--- config.mk ---
export PLATFORM = sky130hd
export DESIGN_NAME = fp_status_accum
export DESIGN_NICKNAME = d
export VERILOG_FILES = /design/src/rtl/fp_status_accum.sv
export SDC_FILE = /design/constraint.sdc
export NUM_CORES = 1
export LEC_CHECK = 0
export BUFFER_PORTS_ARGS = -buffer_cell sky130_fd_sc_hd__buf_2
export CORE_UTILIZATION = 29
export CTS_CLUSTER_DIAMETER = 80
export DETAILED_ROUTE_END_ITERATION = 6
export GPL_TIMING_DRIVEN = 0
export PLACE_DENSITY_LB_ADDON = 0.1
export SYNTH_ARGS = -nofsm -noshare
export SYNTH_HDL_FRONTEND = slang
export SYNTH_SLANG_ARGS = --single-unit
--- constraint.sdc ---
create_clock -name clk -period 2.6 [get_ports clk]
set_input_delay 0.26 -clock clk [delete_from_list [all_inputs] [get_ports clk]]
set_output_delay 0.26 -clock clk [all_outputs]
set_load 0.01 [all_outputs]
--- src/rtl/fp_status_accum.sv ---
module fp_status_accum (
  input  logic        clk,
  input  logic        rst_n,
  input  logic        wr_en,
  input  logic [31:0] wr_data,
  input  logic        res_vld,
  input  logic        res_arith,
  input  logic        res_cmp,
  input  logic        res_sign,
  input  logic [2:0]  res_class,
  input  logic [7:0]  res_exc,
  input  logic [7:0]  ctl_en,
  output logic [31:0] status,
  output logic        trap_req
);

  localparam logic [2:0] CLS_ZERO = 3'd1;
  localparam logic [2:0] CLS_INF  = 3'd2;
  localparam logic [2:0] CLS_QNAN = 3'd3;
  localparam logic [2:0] CLS_SNAN = 3'd4;

  logic [31:0] stat_q;
  logic        trap_q;

  wire is_zero = res_class == CLS_ZERO;
  wire is_inf  = res_class == CLS_INF;
  wire is_snan = res_class == CLS_SNAN;
  wire is_nan  = is_snan | (res_class == CLS_QNAN);

  // condition flags: negative, zero, infinity, NaN
  wire [3:0] cc_new = {res_sign, is_zero, is_inf & ~res_cmp, is_nan};

  wire [7:0] exc_base = res_arith ? res_exc : stat_q[15:8];
  wire [7:0] exc_new  = exc_base | {1'b0, is_snan, 6'b0};

  wire [4:0] acc_set = {
    |exc_new[7:5],
    exc_new[4],
    exc_new[3] & exc_new[1],
    exc_new[2],
    exc_new[4] | exc_new[1] | exc_new[0]
  };
  wire [4:0] acc_new = stat_q[7:3] | (res_arith ? acc_set : 5'b0);

  wire trap_hit = res_arith & |(exc_new & ctl_en);

  always_ff @(posedge clk) begin
    if (!rst_n) begin
      stat_q <= '0;
      trap_q <= 1'b0;
    end else if (wr_en) begin
      stat_q <= wr_data;
      trap_q <= 1'b0;
    end else if (res_vld) begin
      stat_q <= {stat_q[31:28], cc_new, stat_q[23:16], exc_new, acc_new, stat_q[2:0]};
      trap_q <= trap_hit;
    end else begin
      trap_q <= 1'b0;
    end
  end

  assign status   = stat_q;
  assign trap_req = trap_q;

endmodule


* Yosys cells after proc, flatten, opt, wreduce, memory -nomap -nowiden
Cells that the tools add are included.
Cells by class: bitwise logic cells 12, muxes and demuxes 4, eq/ne operators 4, reductions and logical operators 4
Operators by type and width (count):
- 32-bit two-way mux | 1
- 28-bit two-way mux | 1
- 8-bit AND | 1
- 8-bit two-way mux | 1
- 8-bit by 7-bit OR with 8-bit output | 1
- 8-bit OR reduction | 1
- 3-bit by 2-bit equality test with 1-bit output, second input constant | 2
- 3-bit OR reduction | 2
- 5-bit two-way mux | 1
- 5-bit OR | 1
- 1-bit AND | 3
- 3-bit by 1-bit equality test with 1-bit output, second input constant | 1
- 3-bit equality test, second input constant | 1
- 1-bit inverter | 3
- 1-bit OR | 3
- 2-bit nonzero test | 1
Word-level totals: output and inout port bits 33, flip-flop bits (word level) 33

* Logic depth before layout (Yosys ltp)
word-level depth 8, gate-level depth with buffers 6, depth with buffers taken out 4

* Worst setup path before layout
Ideal clock, no wire load.
path type input -> register, start point input res_arith, end point register trap_q, in the netlist trap_req, path buffers 2, stages on the path 5, required time 2.469 ns, data arrival time 1.199 ns, path slack 1.269 ns, path through buf_6 buf_8 mux2_4 a222oi_1 a31oi_1
Between the ends: longest elaborated chain between the ends 5
RTL lines:
- from (decl) | RTL line 7 | input logic res_arith,
- 8-bit two-way mux | RTL line 33 | wire [7:0] exc_base = res_arith ? res_exc : stat_q[15:8];
- 8-bit by 7-bit OR with 8-bit output | RTL line 34 | wire [7:0] exc_new = exc_base | {1'b0, is_snan, 6'b0};
- 8-bit AND | RTL line 45 | wire trap_hit = res_arith & |(exc_new & ctl_en);
- 8-bit OR reduction | RTL line 45
- 1-bit AND * | RTL line 45
- to (signal assigned) | RTL line 56 | trap_q <= trap_hit;
- to (decl) | RTL line 23 | logic trap_q;
Every way passes the cells marked *; elsewhere a longest branch is shown, timed or not. A chain may end at the register's enable or synchronous reset.

* Final worst setup path
start point register stat_q[11], in the netlist status[11], end point register trap_q, in the netlist trap_req
Between the ends: longest elaborated chain between the ends 5
RTL lines:
- from (decl) | RTL line 22 | logic [31:0] stat_q;
- from (signal assigned) | RTL line 52 | stat_q <= wr_data;
- from (signal assigned) | RTL line 55 | stat_q <= {stat_q[31:28], cc_new, stat_q[23:16], exc_new, acc_new, stat_q[2:0]};
- 8-bit two-way mux | RTL line 33
- 8-bit by 7-bit OR with 8-bit output | RTL line 34
- 8-bit AND | RTL line 45
- 8-bit OR reduction | RTL line 45
- 1-bit AND | RTL line 45
No other way between the ends.

==> flow_metrics.py <==
metrics = {
    "cts": {
        "clk_latency_ns": 0.28,
        "postCtsResizedCells": 0,
        "clock-root-buffer": "clkbuf_8",
        "post_cts_buffers": 0,
        "cts_hold_buf": 0,
        "htreeDepth": 2,
        "cts_buffers": 5,
        "path_clk_slew_ns": 0.07,
        "clk_path_buf_depth": 2,
        "cts_tree": "yes",
        "clock-sinks": 33,
    },
    "setup_path": {
        "r2r_cells": 4,
        "worstSetupPathType": "reg -> reg",
        "r2r-start": "status[11]$_SDFFE_PN0P_",
        "setup.worst_path.start": "status[11]$_SDFFE_PN0P_",
        "cp-endpoint": "trap_req$_SDFF_PP0_",
        "cp_max_fo": 3,
        "worst_path_max_delay_cell": "dfxtp_1",
        "cp_cell_sequence": "mux2_4 > a22o_1 > a221oi_1 > a31oi_1",
        "end_kind": "flop",
        "cp_data_required_time_ns": 2.76,
        "r2r_slack_ns": 1.29,
        "worstReg2RegEnd": "trap_req$_SDFF_PP0_",
        "cp.arrival_ns": 1.47,
        "worstSetupStartpointType": "flop",
        "crit_path_max_incr_delay_ns": 0.32,
    },
    "place": {
        "hpwl_mm": 3.244,
        "gp_congestion": 0.7381,
        "io_buffers": 87,
    },
    "floorplan": {
        "io_pins": 91,
        "die_width_um": 75.06,
        "start_util": 0.3030,
        "die_height_um": 75.06,
        "core_um2": 5107,
        "dieArea_um2": 5633,
        "rows": 26,
    },
    "power": {
        "power_uw": 1149,
        "leakagePower_uw": 0.001089,
        "ir_drop_mv": 0.2101,
        "p_per_area_nw_per_um2": 533.8,
    },
    "finish": {
        "area_growth_pct": 39.13,
        "nets": 313,
        "num_antenna_cells": 0,
        "final_util": 0.4216,
        "drive_gt1_frac": 0.4336,
    },
    "synthesis": {
        "synth_area_leaders": "dfxtp_1, mux2i_1, nor2b_1, o21ai_0, mux2_2",
        "synth_flop_cell": "dfxtp_1",
        "synth_top_area_cell": "dfxtp_1",
        "synth_edf_count": 0,
        "synth.most_common_cell": "dfxtp_1",
        "syn_avg_cell_area_um2": 9.613,
        "syn_nets": 219,
        "netlist_top_cells_count": "dfxtp_1, mux2i_1, nor2b_1",
        "synth_cell_type_count": 34,
        "synth-seq-cells": 33,
        "yosys_warnings": 0,
        "async_flop_share": 0,
        "ys_seq_area_frac": 0.4268,
        "synth.top_cell.area_share": 0.4268,
        "synth_area_um2": 1548,
        "netlist_instances": 161,
    },
    "grt": {
        "track_usage": 0.1603,
        "grt_pass1_vias": 1291,
        "antenna_found_initial": 0,
        "grt_max_degree": 11,
        "grt_pass1_wl_mm": 6.492,
        "gr-total-overflow": 0,
    },
    "flow_run": {
        "maxCapViolCount": 0,
    },
    "sta": {
        "tightest_slew_ns": 0.5150,
        "period_needed_ns": 1.314,
        "setup_tns_ns": 0,
        "fmax_mhz": 760.8,
        "setup_viol": 0,
        "clock_skew_ns": 0.001062,
        "finalCritPeriodShare": 0.5055,
        "maxSlewViolCount": 0,
        "hold_viol": 0,
        "slew_headroom": 0.6566,
        "rsz0062_at_grt": "no",
    },
    "route": {
        "drc": 0,
        "wl_mm": 4.351,
        "drtIter0Drc": 87,
        "post_drt_wl_per_cell_um": 13.35,
        "vias_per_cell": 4.567,
        "antenna_left": 0,
        "drtPass1Iterations": 4,
        "vias": 1489,
    },
    "run_status": {
        "status": "completed",
    },
    "min_path": {
        "hold_path.class": "in -> reg",
    },
}
==> layout make-up <==
class	instances	area [µm²]
inverter	1	3.754
tap	70	87.58
timing repair buffer	87	435.4
fill	567	2954
clock inverter	2	10.01
clock buffer	6	72.57
multi-input combinational	115	813.3
buffer	12	70.07
sequential	33	660.6
==> critical path, delay by kind of cell (launching register included) <==
| family | cells | cell delay (ns) |
|---|---|---|
| compound gates | 3 | 0.60 |
| flops | 1 | 0.32 |
| mux | 1 | 0.26 |
==> kinds of logic (layout without fill, tap and decap cells) <==
family,Yosys count,in the layout,share of synthesized area
flops,33,33,0.4268
mux,30,30,0.2045
simple gates,52,52,0.1884
compound gates,33,33,0.1326
buf+inv,13,108,0.04769
==> worst min-delay path by stage <==
stage	slack [ns]	endpoint	cells past startpoint	startpoint
final	0.20	status[27]$_SDFFE_PN0P_	2	wr_data[27]
after global routing	0.21	status[27]$_SDFFE_PN0P_	2	wr_data[27]
after CTS	0.20	status[27]$_SDFFE_PN0P_	2	wr_data[27]
after detailed placement	0.48	status[6]$_SDFFE_PN0P_	2	status[6]$_SDFFE_PN0P_
after global placement	0.48	status[6]$_SDFFE_PN0P_	2	status[6]$_SDFFE_PN0P_
after floorplan	0.40	status[27]$_SDFFE_PN0P_	1	wr_data[27]
==> metal layers <==
metal  global-route usage  share of wire  vias to the layer above
met5                    0              0                        -
met4              0.06289          0.014                        0
met3              0.05355          0.071                        6
met2               0.2322           0.43                       56
met1               0.2190           0.48                      671
li1                     -              -                      756
==> registers in the layout, indices dropped and copies added, names as in the netlist <==
signal / count
status: 32
trap_req: 1
==> through the flow <==
| stage | std cells | instance area, µm² | setup WS (ns) | hold WS [ns] |
|---|---|---|---|---|
| 2_1_floorplan | 161 | 1548 | 1.269 | 0.3978 |
| 3_3_place_gp | 318 | 2071 | 1.104 | 0.4765 |
| 3_5_place_dp | 318 | 2071 | 1.105 | 0.4799 |
| 4_1_cts | 326 | 2153 | 1.275 | 0.2019 |
| 5_1_grt | 326 | 2153 | 1.214 | 0.2050 |
| 6_report | 326 | 2153 | 1.286 | 0.2022 |
==> cells in the final DEF, fill, tap and decap left out, types with 2 or more instances in the layout <==
master,Yosys,final
mux2_2,4,4
a21boi_0,2,2
nor2b_1,18,18
clkbuf_1,5,6
nor2_1,7,7
mux2_4,2,2
clkbuf_8,0,5
and3_2,2,2
o21ai_0,13,13
dfxtp_1,33,33
and2_1,5,5
nand2_1,10,10
a31oi_1,2,2
buf_2,5,92
a21oi_1,8,8
a311oi_1,2,2
clkinv_2,0,2
nor3_1,3,3
mux2i_1,23,23
==> report_power, final <==
group	switching, µW	leakage, µW	internal (µW)
combinational	108	0.000771	114
sequential	17.0	0.000273	538
clock	187	0.0000450	185
Note: power is estimated with default switching activity, not from simulation.
